File: src/rtl/mig_inj_pkg.sv
package mig_inj_pkg;

    typedef enum logic {
        VC_MIGRATE = 1'b0,
        VC_EVICT   = 1'b1
    } vcset_e;

    typedef enum logic {
        MODE_BASIC = 1'b0,
        MODE_FULL  = 1'b1
    } route_mode_e;

    localparam int NUM_VC_SETS = 2;

endpackage

File: src/rtl/mig_route_sel.sv
module mig_route_sel
    import mig_inj_pkg::*;
#(
    parameter int NODE_W = 6
) (
    input  vcset_e            cls,
    input  route_mode_e       mode,
    input  logic [NODE_W-1:0] cur_core,
    input  logic [NODE_W-1:0] native,
    input  logic [NODE_W-1:0] dest,
    output logic [NODE_W-1:0] routed
);

    logic at_home;

    always_comb begin
        at_home = (cur_core == native);
        routed  = dest;
        if (cls == VC_EVICT) begin
            // evicted threads always go home: the slot there is reserved
            routed = native;
        end else if (mode == MODE_BASIC && !at_home) begin
            // basic mode: leave through the native core
            routed = native;
        end
    end

endmodule

File: src/rtl/mig_credit_ctr.sv
module mig_credit_ctr #(
    parameter int BUF_FLITS = 8,
    parameter int CNT_W     = $clog2(BUF_FLITS + 1)
) (
    input  logic             clk,
    input  logic             rst_n,
    input  logic             take,
    input  logic             give,
    output logic [CNT_W-1:0] count
);

    typedef struct packed {
        logic [CNT_W-1:0] cnt;
    } ctr_t;

    localparam logic [CNT_W-1:0] FULL = CNT_W'(BUF_FLITS);

    ctr_t st_d, st_q;

    always_comb begin
        st_d = st_q;
        unique case ({take, give})
            2'b10:   st_d.cnt = st_q.cnt - 1'b1;
            2'b01:   st_d.cnt = st_q.cnt + 1'b1;
            default: st_d.cnt = st_q.cnt;
        endcase
    end

    always_ff @(posedge clk) begin
        if (!rst_n) begin
            st_q.cnt <= FULL;
        end else begin
            st_q <= st_d;
        end
    end

    assign count = st_q.cnt;

endmodule

File: src/rtl/mig_flit_seq.sv
module mig_flit_seq #(
    parameter int FLIT_W    = 32,
    parameter int CTX_FLITS = 4,
    parameter int PKT_W     = FLIT_W * CTX_FLITS,
    parameter int IDX_W     = $clog2(CTX_FLITS)
) (
    input  logic              clk,
    input  logic              rst_n,
    input  logic              start,
    input  logic              start_set,
    input  logic [PKT_W-1:0]  start_pkt,
    output logic              busy,
    output logic              out_valid,
    output logic [FLIT_W-1:0] out_flit,
    output logic              out_head,
    output logic              out_tail,
    output logic              out_set
);

    localparam logic [IDX_W-1:0] LAST = IDX_W'(CTX_FLITS - 1);

    typedef struct packed {
        logic             busy;
        logic [IDX_W-1:0] idx;
        logic             set;
        logic [PKT_W-1:0] pkt;
    } seq_t;

    seq_t st_d, st_q;

    always_comb begin
        st_d = st_q;
        if (st_q.busy) begin
            st_d.pkt = st_q.pkt >> FLIT_W;
            if (st_q.idx == LAST) begin
                st_d.busy = 1'b0;
                st_d.idx  = '0;
            end else begin
                st_d.idx = st_q.idx + 1'b1;
            end
        end else if (start) begin
            st_d.busy = 1'b1;
            st_d.idx  = '0;
            st_d.set  = start_set;
            st_d.pkt  = start_pkt;
        end
    end

    always_ff @(posedge clk) begin
        if (!rst_n) begin
            st_q.busy <= 1'b0;
            st_q.idx  <= '0;
            st_q.set  <= 1'b0;
            st_q.pkt  <= '0;
        end else begin
            st_q <= st_d;
        end
    end

    assign busy      = st_q.busy;
    assign out_valid = st_q.busy;
    assign out_flit  = st_q.pkt[FLIT_W-1:0];
    assign out_head  = st_q.busy && (st_q.idx == '0);
    assign out_tail  = st_q.busy && (st_q.idx == LAST);
    assign out_set   = st_q.set;

endmodule

File: src/rtl/mig_ctx_injector.sv
module mig_ctx_injector
    import mig_inj_pkg::*;
#(
    parameter int NODE_W    = 6,
    parameter int TID_W     = 6,
    parameter int FLIT_W    = 32,
    parameter int CTX_FLITS = 4,
    parameter int BUF_FLITS = 8,
    parameter int PAY_W     = (CTX_FLITS - 1) * FLIT_W
) (
    input  logic              clk,
    input  logic              rst_n,
    input  logic              route_mode,
    input  logic [NODE_W-1:0] cur_core,
    input  logic              req_valid,
    output logic              req_ready,
    input  logic              req_cls,
    input  logic [TID_W-1:0]  req_tid,
    input  logic [NODE_W-1:0] req_native,
    input  logic [NODE_W-1:0] req_dest,
    input  logic [PAY_W-1:0]  req_payload,
    output logic              out_valid,
    output logic [FLIT_W-1:0] out_flit,
    output logic              out_head,
    output logic              out_tail,
    output logic              out_vcset,
    input  logic [1:0]        credit_ret
);

    localparam int PKT_W   = FLIT_W * CTX_FLITS;
    localparam int CNT_W   = $clog2(BUF_FLITS + 1);
    localparam int HDR_USE = 2 * NODE_W + TID_W + 1;
    localparam int CLS_BIT = 2 * NODE_W + TID_W;
    localparam logic [CNT_W-1:0] NEED = CNT_W'(CTX_FLITS);

    logic [NODE_W-1:0]      routed;
    logic [FLIT_W-1:0]      hdr_flit;
    logic [PKT_W-1:0]       pkt;
    logic [CNT_W-1:0]       cred [NUM_VC_SETS];
    logic [NUM_VC_SETS-1:0] room;
    logic                   busy;
    logic                   start;

    mig_route_sel #(.NODE_W(NODE_W)) u_route (
        .cls      (vcset_e'(req_cls)),
        .mode     (route_mode_e'(route_mode)),
        .cur_core (cur_core),
        .native   (req_native),
        .dest     (req_dest),
        .routed   (routed)
    );

    for (genvar s = 0; s < NUM_VC_SETS; s++) begin : g_set
        mig_credit_ctr #(.BUF_FLITS(BUF_FLITS), .CNT_W(CNT_W)) u_ctr (
            .clk   (clk),
            .rst_n (rst_n),
            .take  (out_valid && (out_vcset == 1'(s))),
            .give  (credit_ret[s]),
            .count (cred[s])
        );
        // whole-context room, never head-only room
        assign room[s] = (cred[s] >= NEED);
    end

    always_comb begin
        hdr_flit                             = '0;
        hdr_flit[NODE_W-1:0]                 = routed;
        hdr_flit[2*NODE_W-1:NODE_W]          = req_dest;
        hdr_flit[2*NODE_W+TID_W-1:2*NODE_W]  = req_tid;
        hdr_flit[CLS_BIT]                    = req_cls;
        pkt = {req_payload, hdr_flit};
    end

    assign req_ready = !busy && room[req_cls];
    assign start     = req_valid && req_ready;

    mig_flit_seq #(.FLIT_W(FLIT_W), .CTX_FLITS(CTX_FLITS)) u_seq (
        .clk       (clk),
        .rst_n     (rst_n),
        .start     (start),
        .start_set (req_cls),
        .start_pkt (pkt),
        .busy      (busy),
        .out_valid (out_valid),
        .out_flit  (out_flit),
        .out_head  (out_head),
        .out_tail  (out_tail),
        .out_set   (out_vcset)
    );

    if (HDR_USE > FLIT_W) begin : g_bad_cfg
        initial $error("header fields exceed flit width");
    end

endmodule

File: config.mk
export PLATFORM = sky130hd
export DESIGN_NAME = mig_ctx_injector
export DESIGN_NICKNAME = d
export VERILOG_FILES = /design/src/rtl/mig_inj_pkg.sv /design/src/rtl/mig_route_sel.sv /design/src/rtl/mig_credit_ctr.sv /design/src/rtl/mig_flit_seq.sv /design/src/rtl/mig_ctx_injector.sv
export SDC_FILE = /design/constraint.sdc
export NUM_CORES = 1
export LEC_CHECK = 0
export ABC_AREA = 1
export BUFFER_PORTS_ARGS = -buffer_cell sky130_fd_sc_hd__buf_2
export CAP_MARGIN = 20
export CORE_MARGIN = 2
export CORE_UTILIZATION = 44
export CTS_CLUSTER_SIZE = 16
export DETAILED_ROUTE_END_ITERATION = 6
export GPL_TIMING_DRIVEN = 0
export PLACE_DENSITY = 0.66
export SLEW_MARGIN = 20
export SYNTH_ARGS = -nofsm -noshare
export SYNTH_HDL_FRONTEND = slang
export SYNTH_SLANG_ARGS = --single-unit
export TNS_END_PERCENT = 5
File: constraint.sdc
create_clock -name clk -period 7.55 [get_ports clk]
set_clock_uncertainty 0.15 [all_clocks]
set_input_delay 0.755 -clock clk [delete_from_list [all_inputs] [get_ports clk]]
set_output_delay 0.755 -clock clk [all_outputs]
set_load 0.05 [all_outputs]
==> results.toml, run 1 <==
[outcome]
status = "complete, no violations"

[place]
dp_cells = 1147
place_hpwl_um = 12740
gp_routability_congestion = 0.8258
portBuffers = 163
pre_cts_slack_ns = 4.455

[yosys]
yosys.area.top_type = "dfxtp_1"
netlist.area_leader.share_pct = 46.59
synth_enable_flop_cells = 0
ys_top_cells_by_count = "nand2_1, dfxtp_1, a21oi_1, a31oi_1, buf_4"
syn_area_um2 = 6016
ys_types = 23
yosys_register_bits = 140
synthFlopType = "dfxtp_1"
syn_nets = 945
yosys_warnings = 0
synth_area_leaders = "dfxtp_1, nand2_1, a21oi_1"
synth_cells = 808
async_flop_share_pct = 0
yosysSeqAreaShare_pct = 46.59
yosysMostFrequentCell = "nand2_1"
synth_area_per_cell_um2 = 7.445

[floorplan]
boundaryPins = 164
start_util_pct = 45.25
die_h_um = 120.9
die_area_um2 = 14620
placementRows = 42
core_um2 = 13300
die_width_um = 120.9

[sta]
worstMarginPinSlew_ns = 0.6592
hold_viol_final = 0
layout_setup_ws_ns = 4.307
setup_violations = 0
max-slew-margin-rel_pct = 56.05
final_max_slew_viol_count = 0
fin_tns_setup_ns = 0
timing.final.crit_period_ns = 3.243
period_share_pct = 42.96
max_freq_mhz = 308.3
grt_setup_unrepaired = "false"

[critical_path]
crit_fanout = 10
reg2regPathDepth = 13
reg2reg_setup_slack_ns = 4.39
r2r_end = "g_set[1].u_ctr.count[3]$_SDFFE_PN1P_"
start_kind = "flop"
crit_path_end_kind = "output pin"
worstPathRequired_ns = 6.64
rr_startpoint = "u_seq.busy$_SDFF_PN0_"
path_class = "flop to output pin"
cp.arrival_ns = 2.34

[pwr]
p_switching_uw = 630.4
p_sw_share_pct = 29.40
p_leak_nw = 3.451
pwr-share-clk_pct = 39.6
pwr-share-comb_pct = 20.5
seq_power_share_pct = 39.9
p_total_mw = 2.144
internal_power_mw = 1.514
powerDensity_nw_per_um2 = 279.9
ir_drop_uv = 162.1

[global_route]
grt_overflow = 0
grt_pass1_vias = 5261
grt_pass1_wl_um = 26670
grt_max_degree = 17
grt_usage_pct = 23.63
antenna_found_initial = 0

[cells_and_area]
fin_nets = 1127
layout-drive-gt1-share_pct = 25.12
post-route-util_pct = 57.63
syn_to_final_growth_pct = 27.37
stdcell_count = 1179
antennaDiodeCount = 0

[clock_tree]
hold_buffers = 0
post_cts_buffers = 0
clk_pin_slew_worst_paths_ns = 0.06
cts_root_buffer = "clkbuf_16"
clk-insertion-delay-late_ns = 0.42
cts_tree = "built"
clockBufferDepth = 2
htree_num_levels = 4
cts_made_buffers = 17
cts_resized = 0
clock_sinks = 140

[routing]
totalWireLength_um = 16750
first_pass_iters = 6
dr_wl_met3_um = 944
routed.top_layer = "met4"
drc_errors = 0
wl_per_cell_um = 14.21
wl_met2_um = 7380
vias_per_cell = 4.830
drt_iter0_drc = 383
ant_nets = 0
via_count = 5695
met1_length_um = 8114

[job]
maxCapViolations = 0

[hold_path]
worstHoldStart = "u_seq.out_flit[30]$_SDFFE_PN0P_"
holdPathStages = 2
hold_path.class = "flop to flop"
hold_end = "u_seq.out_flit[30]$_SDFFE_PN0P_"
-- critical path, stage by stage, from the launching register on --
cell and delay, ns:
dfxtp_1 0.49, clkbuf_1 0.47, clkbuf_1 0.50, nand2_1 0.13, inv_1 0.08, buf_2 0.25
-- sequential cells by signal (all words and copies together) (netlist names) --
name,count
u_seq.st_q,98
u_seq.busy,1
g_set.u_ctr.count,8
u_seq.out_set,1
u_seq.out_flit,32
-- area by class of cell --
type | count | area (um2)
flip-flops and latches | 140 | 2803
clock inverters | 5 | 77.57
repair buffers | 163 | 815.8
well taps | 176 | 220.2
clock buffers | 27 | 533.0
inverters | 46 | 172.7
multi-input cells | 539 | 2542
fillers | 1310 | 5633
plain buffers | 83 | 498.0
-- cell families after synthesis --
| group | share of synthesized area [%] |
|---|---|
| AO/OA/AOI/OAI | 17.66 |
| XOR/XNOR | 0.5823 |
| adder cells (fa/ha/maj) | 2.330 |
| flip-flops | 46.59 |
| buffers and inverters | 11.15 |
| AND/OR/NAND/NOR | 21.69 |
-- layer usage --
layer | global-route usage (%) | up-vias
met4 | 8.067 | 0
met5 | 0 | -
met3 | 5.733 | 21
met2 | 35.96 | 167
li1 | - | 2992
met1 | 32.76 | 2515
-- power by group through the flow --
stage | combinational (mW) | sequential [mW] | clock (mW)
final | 0.439 | 0.856 | 0.849
after global routing | 0.488 | 0.864 | 0.887
after CTS | 0.440 | 0.855 | 0.856
after detailed placement | 0.438 | 0.870 | 0
after global placement | 0.434 | 0.869 | 0
after floorplan | 0.309 | 0.861 | 0
-- stage by stage --
| step | hold slack [ns] | area (um2) |
|---|---|---|
| 2_1_floorplan | 0.2864 | 6016 |
| 3_3_place_gp | 0.2956 | 7052 |
| 3_5_place_dp | 0.3030 | 7052 |
| 4_1_cts | 0.3107 | 7662 |
| 5_1_grt | 0.3283 | 7662 |
| 6_report | 0.3086 | 7662 |
-- cells in the final DEF, fill, tap and decap left out, drive strengths merged --
cell,instances
a31oi,51
o21a,2
clkinvlp,1
o21ai,12
or2,1
ha,8
clkbuf,52
nor2,19
nand3,15
a21oi,93
dfxtp,140
inv,45
bufinv,2
fa,2
nand2,305
a22oi,27
xor2,4
clkinv,3
buf,221
-- worst max-delay path by stage --
stage                                      from                                    to  cells after the start
after global placement    u_seq.busy$_SDFF_PN0_  g_set[1].u_ctr.count[3]$_SDFFE_PN1P_                     13
final                     u_seq.busy$_SDFF_PN0_                              out_head                      5
after CTS                 u_seq.busy$_SDFF_PN0_                              out_head                      5
after global routing      u_seq.busy$_SDFF_PN0_  g_set[1].u_ctr.count[3]$_SDFFE_PN1P_                     13
after floorplan           u_seq.busy$_SDFF_PN0_  g_set[1].u_ctr.count[3]$_SDFFE_PN1P_                     13
after detailed placement  u_seq.busy$_SDFF_PN0_  g_set[1].u_ctr.count[3]$_SDFFE_PN1P_                     13
No activity file was read; power rests on OpenSTA's default activity.
==> inputs of run 2 (changes only) <==
--- a/config.mk
+++ b/config.mk
@@ -5,7 +5,7 @@
 export SDC_FILE = /design/constraint.sdc
 export NUM_CORES = 1
 export LEC_CHECK = 0
-export ABC_AREA = 1
+export ABC_AREA = 0
 export BUFFER_PORTS_ARGS = -buffer_cell sky130_fd_sc_hd__buf_2
 export CAP_MARGIN = 20
 export CORE_MARGIN = 2
@@ -13,7 +13,7 @@
 export CTS_CLUSTER_SIZE = 16
 export DETAILED_ROUTE_END_ITERATION = 6
 export GPL_TIMING_DRIVEN = 0
-export PLACE_DENSITY = 0.66
+export PLACE_DENSITY = 0.69
 export SLEW_MARGIN = 20
 export SYNTH_ARGS = -nofsm -noshare
 export SYNTH_HDL_FRONTEND = slang
==> constraint.sdc (replaced) <==
create_clock -name clk -period 2.8 [get_ports clk]
set_clock_uncertainty 0.15 [all_clocks]
set_input_delay 0.28 -clock clk [delete_from_list [all_inputs] [get_ports clk]]
set_output_delay 0.28 -clock clk [all_outputs]
set_load 0.05 [all_outputs]
==> run 2 against run 1 <==
  * Clock power increased to 2.9 times the previous value
  * Register-to-register slack worse by 4.2 ns
  * First-iteration DRC count is 19% higher
  * Total power increased to 2.9 times the previous value
  * Largest power group is now the clock network
  * Highest routed layer unchanged
==> results.toml, run 2 <==
[global_route]
grt_overflow = 0
grt_pass1_vias = 5641
grt_pass1_wl_um = 27900
antenna_found_initial = 0
grt_usage_pct = 24.88
grt_max_degree = 20

[yosys]
yosysMostFrequentCell = "nand2_1"
syn_area_um2 = 5873
ys_top_cells_by_count = "nand2_1, dfxtp_1, a21oi_1, a22oi_1, clkbuf_1"
yosys_register_bits = 140
synth_area_per_cell_um2 = 8.390
yosysSeqAreaShare_pct = 47.72
async_flop_share_pct = 0
syn_nets = 837
yosys.area.top_type = "dfxtp_1"
synth_cells = 700
yosys_warnings = 0
ys_types = 32
netlist.area_leader.share_pct = 47.72
synth_area_leaders = "dfxtp_1, a21oi_1, a22oi_1"
synth_enable_flop_cells = 0
synthFlopType = "dfxtp_1"

[place]
place_hpwl_um = 12800
gp_routability_congestion = 0.8552
portBuffers = 162
dp_cells = 1038
pre_cts_slack_ns = -0.2853

[clock_tree]
clk-insertion-delay-late_ns = 0.41
clk_pin_slew_worst_paths_ns = 0.06
cts_tree = "built"
post_cts_buffers = 0
cts_root_buffer = "clkbuf_16"
htree_num_levels = 4
clockBufferDepth = 2
cts_made_buffers = 17
clock_sinks = 140

[routing]
vias_per_cell = 5.232
wl_per_cell_um = 15.79
drt_iter0_drc = 454
first_pass_iters = 5
drc_errors = 0
ant_nets = 0
via_count = 5823
totalWireLength_um = 17580

[floorplan]
start_util_pct = 44.70
core_um2 = 13140
die_width_um = 119.5
die_area_um2 = 14290
boundaryPins = 164
placementRows = 42
die_h_um = 119.5

[cells_and_area]
regMostFlops = "u_seq.st_q"
syn_to_final_growth_pct = 36.49
largest_reg_flops = 98
final_cell_mix = "buf_2, nand2_1, dfxtp_1"
stdcell_count = 1113
fin_nets = 1062
layout-drive-gt1-share_pct = 26.04
final_common_cell = "buf_2"
post-route-util_pct = 61.02
antennaDiodeCount = 0

[pwr]
p_leak_nw = 3.369
ir_drop_uv = 364.7
powerDensity_nw_per_um2 = 776.0

[critical_path]
cp_top_family = "buffers and inverters"
critPathSlowestCell = "dfxtp_2"
start_kind = "flop"
cp_slowest_stage_delay_ns = 0.48
cp.arrival_ns = 2.81
crit_fanout = 11
crit_chain = "buf_4 > buf_4 > nand2b_1 > ha_1 > inv_1 > ha_1 > a21o_1 > a21oi_1 > xnor2_1 > or3_1 > nand3_1"
worstPathRequired_ns = 3.00
path_class = "flop to flop"
crit_path_end_kind = "flop"
reg2reg_setup_slack_ns = 0.19
cp_num_buf_inv = 3

[sta]
max_freq_mhz = 383.0
period_share_pct = 93.24
layout_setup_ws_ns = 0.1893
max-slew-margin-rel_pct = 60.95
fin_tns_setup_ns = 0
grt_setup_unrepaired = "false"
hold_viol_final = 0
worstMarginPinSlew_ns = 0.5858
timing.final.crit_period_ns = 2.611
setup_violations = 0
final_max_slew_viol_count = 0

[job]
maxCapViolations = 0

[hold_path]
hold_path.class = "primary input to flop"

[outcome]
status = "complete, no violations"
==> run 2: cell types whose count changed after synthesis, moves of 19 or more <==
cell and change:
a21oi_1 +41, nor3b_1 +19, a22oi_1 +49, inv_1 -37, nand2_1 -158, a31oi_1 -50
==> run 2: cell families after synthesis <==
group	synth area share, %
XOR/XNOR	1.790
flip-flops	47.72
AO/OA/AOI/OAI	23.31
AND/OR/NAND/NOR	15.87
buffers and inverters	8.415
multiplexers	0.5113
adder cells (fa/ha/maj)	2.386
==> run 2: layer usage <==
layer	vias up	GRT usage (%)	wire [um]	part of all wire, %
met3	24	5.941	1274	7.2
met2	225	42.14	8557	49
met1	2715	31.44	7447	42
li1	2859	-	-	-
met5	-	0	0	0
met4	0	7.647	298	1.7
==> run 2: worst min-delay path: cells and delay by family <==
family	cells	cell delay [ns]
AOI/OAI and AO/OA	2	0.17
buffers and inverters	1	0.08
==> run 2: final cells by class <==
type,instances,area (um2)
clock buffer,20,456.7
tap,176,220.2
clock inverter,11,190.2
fill,1257,5121
sequential,140,2804
inverter,6,22.52
buffer,87,475.5
timing repair buffer,208,1271
multi-input combinational,465,2576
==> run 2: what timing repair did <==
action	CTS	global route
resized for setup	3	3
hold endpoints to repair	46	0
setup endpoints to repair	2	2
hold buffers	46	0
pin swaps	0	0
==> run 2: path summary, 6_finish.rpt <==
path,cells past startpoint,endpoint,startpoint
max,11,g_set[0].u_ctr.count[3]$_SDFFE_PN1P_,u_seq.busy$_SDFF_PN0_
min,3,u_seq.st_q[74]$_SDFFE_PN0P_,req_payload[42]
max reg2reg,11,g_set[0].u_ctr.count[3]$_SDFFE_PN1P_,u_seq.busy$_SDFF_PN0_
min reg2reg,2,u_seq.st_q[110]$_SDFFE_PP0P_,u_seq.st_q[110]$_SDFFE_PP0P_
==> run 2: power breakdown <==
group / internal [mW] / leakage (nW) / switching, mW
Sequential: 2.22 / 1.15 / 0.150
Combinational: 0.518 / 1.91 / 0.892
Clock: 1.62 / 0.316 / 0.821
Total: 4.36 / 3.37 / 1.86
==> run 2: stage by stage <==
step           power (mW)  hold WS (ns)  cell area, um2
6_report            6.221      0.006765            8016
5_1_grt             6.517      0.006465            8016
3_3_place_gp        3.731        0.2940            6909
4_1_cts             6.231     0.0008634            8019
3_5_place_dp        3.753        0.2972            6909
2_1_floorplan       3.324        0.2660            5878
==> inputs of run 3 (changes only) <==
--- a/config.mk
+++ b/config.mk
@@ -5,7 +5,7 @@
 export SDC_FILE = /design/constraint.sdc
 export NUM_CORES = 1
 export LEC_CHECK = 0
-export ABC_AREA = 0
+export ABC_AREA = 1
 export BUFFER_PORTS_ARGS = -buffer_cell sky130_fd_sc_hd__buf_2
 export CAP_MARGIN = 20
 export CORE_MARGIN = 2
==> run 3 against run 2 <==
  * Worst hold slack worse by 0.0054 ns
  * Global-route usage hardly changed
  * Fmax rose by 4.4%
  * Routed wire length increased by 2.5%
  * Final cell count rose by 12%
  * Critical path depth rose by 1
  * Sequential share of layout area down 1.2 points
  * Clock power down 14%
  * Register-to-register slack improved by 0.11 ns
  * Die area is 2.3% higher
  * Via count is 4.6% higher
  * Critical path type unchanged
==> results.toml, run 3 (synthesis results as in run 1) <==
[cells_and_area]
largest_reg_flops = 98
antennaDiodeCount = 0
regMostFlops = "u_seq.st_q"
layout-drive-gt1-share_pct = 24.02
final_common_cell = "nand2_1"
syn_to_final_growth_pct = 37.79
fin_nets = 1194
final_cell_mix = "nand2_1, buf_2, dfxtp_1"

[sta]
setup_violations = 0
max-slew-margin-rel_pct = 57.64
grt_setup_unrepaired = "false"
hold_slack_ns = 0.001336
final_max_slew_viol_count = 0
worstMarginPinSlew_ns = 0.6353
layout_setup_ws_ns = 0.3006
hold_viol_final = 0
timing.final.crit_period_ns = 2.499
period_share_pct = 89.27
max_freq_mhz = 400.1

[clock_tree]
clk_pin_slew_worst_paths_ns = 0.06
htree_num_levels = 4
post_cts_buffers = 0
clk-insertion-delay-late_ns = 0.42
clockBufferDepth = 2
cts_tree = "built"
clock_sinks = 140
cts_made_buffers = 17
cts_root_buffer = "clkbuf_16"

[critical_path]
reg2regPathDepth = 12
worstPathRequired_ns = 2.96
crit_chain = "clkinvlp_4 > or2_2 > ha_1 > inv_1 > ha_1 > nand2_1 > nand2_1 > a21oi_1 > o21ai_0 > a21oi_1 > o21a_1 > nand2_1"
startpoint = "u_seq.busy$_SDFF_PN0_"
crit_top_cell = "nand2_1"
crit_fanout = 9
rr_startpoint = "u_seq.busy$_SDFF_PN0_"
start_kind = "flop"
path_class = "flop to flop"
critPathSlowestCell = "dfxtp_2"
reg2reg_setup_slack_ns = 0.30
cp_slowest_stage_delay_ns = 0.43
cp.arrival_ns = 2.66
r2r_end = "g_set[0].u_ctr.count[3]$_SDFFE_PN1P_"
crit_path_end_kind = "flop"

[routing]
totalWireLength_um = 18020
drt_iter0_drc = 428
wl_per_cell_um = 14.46
vias_per_cell = 4.886
via_count = 6088
ant_nets = 0
drc_errors = 0
first_pass_iters = 6

[global_route]
grt_overflow = 0
grt_pass1_vias = 5777
antenna_found_initial = 0
grt_usage_pct = 24.90
grt_pass1_wl_um = 28460
grt_max_degree = 17

[floorplan]
boundaryPins = 164
die_area_um2 = 14620
die_h_um = 120.9
die_width_um = 120.9
placementRows = 42
core_um2 = 13300
start_util_pct = 45.25

[hold_path]
worstHoldStart = "req_payload[23]"
hold_path.class = "primary input to flop"
hold_end = "u_seq.st_q[55]$_SDFFE_PN0P_"
holdPathStages = 3

[pwr]
powerDensity_nw_per_um2 = 683.7
ir_drop_uv = 445.9
p_leak_nw = 3.691
p_total_mw = 5.667

[outcome]
status = "complete, no violations"

[place]
place_hpwl_um = 12840
portBuffers = 163
gp_routability_congestion = 0.8436
pre_cts_slack_ns = -0.2168

[job]
maxCapViolations = 0
[run 3: changes by cell type in the layout (fill, tap and decap cells not counted), sizes merged, moves of 7 or more]
cell / previous run / this run
a21oi: 134 / 93
o21ai: 2 / 12
a31oi: 1 / 51
inv: 7 / 45
nand2: 147 / 305
buf: 212 / 222
nor3b: 19 / 0
nand3: 8 / 15
dlygate4sd3: 46 / 68
a22oi: 76 / 27
clkbuf: 57 / 41
[run 3: layout make-up]
class	instances	area, um2
Clock buffer	18	429.2
Inverter	46	176.4
Clock inverter	14	125.1
Sequential cell	140	2804
Tap cell	176	220.2
Fill cell	1210	5006
Buffer	82	495.5
Multi-Input combinational cell	539	2542
Timing Repair Buffer	231	1496
[run 3: metal layers]
layer | global-route usage [%] | vias up | part of all wire (%)
li1 | - | 3117 | -
met1 | 32.99 | 2759 | 46
met2 | 41.22 | 196 | 47
met3 | 4.981 | 16 | 5.4
met4 | 6.977 | 0 | 1.2
met5 | 0 | - | 0
[run 3: worst max-delay path: cells and delay by family (launching register included)]
family / cells / cell delay (ns)
adder cells (fa/ha/maj): 2 / 0.44
flip-flops: 1 / 0.43
buffers and inverters: 2 / 0.34
AND/OR/NAND/NOR: 4 / 0.47
AO/OA/AOI/OAI: 4 / 0.57
[run 3: report_power, final]
group          internal [mW]  switching (mW)  total [mW]
clock network           1.22           0.872        2.09
registers               2.19           0.120        2.31
logic                  0.480           0.787        1.27
[run 3: worst max-delay path by stage]
stage,slack [ns],endpoint
2_1_floorplan,0.01,g_set[1].u_ctr.count[3]$_SDFFE_PN1P_
6_report,0.30,g_set[0].u_ctr.count[3]$_SDFFE_PN1P_
4_1_cts,0.11,g_set[1].u_ctr.count[3]$_SDFFE_PN1P_
3_5_place_dp,-0.22,g_set[1].u_ctr.count[3]$_SDFFE_PN1P_
3_3_place_gp,-0.22,g_set[1].u_ctr.count[3]$_SDFFE_PN1P_
5_1_grt,0.03,g_set[0].u_ctr.count[3]$_SDFFE_PN1P_
[run 3: through the flow]
| step | TNS (ns) | instance area [um2] | util (%) | std cells |
|---|---|---|---|---|
| 4_1_cts | 0 | 8289 | 62.35 | 1247 |
| 5_1_grt | 0 | 8289 | 62.35 | 1246 |
| 6_report | 0 | 8289 | 62.35 | 1246 |
| 3_3_place_gp | -0.2175 | 7052 | 53.04 | 1147 |
| 3_5_place_dp | -0.2168 | 7052 | 53.04 | 1147 |
| 2_1_floorplan | 0 | 6016 | - | 808 |
[run 3: what timing repair did]
action                                  CTS  global route
resized for setup                         2             3
hold buffers                             68             0
hold endpoints to repair                 68             0
cloned                                    0             0
endpoints found under the setup margin    1             2
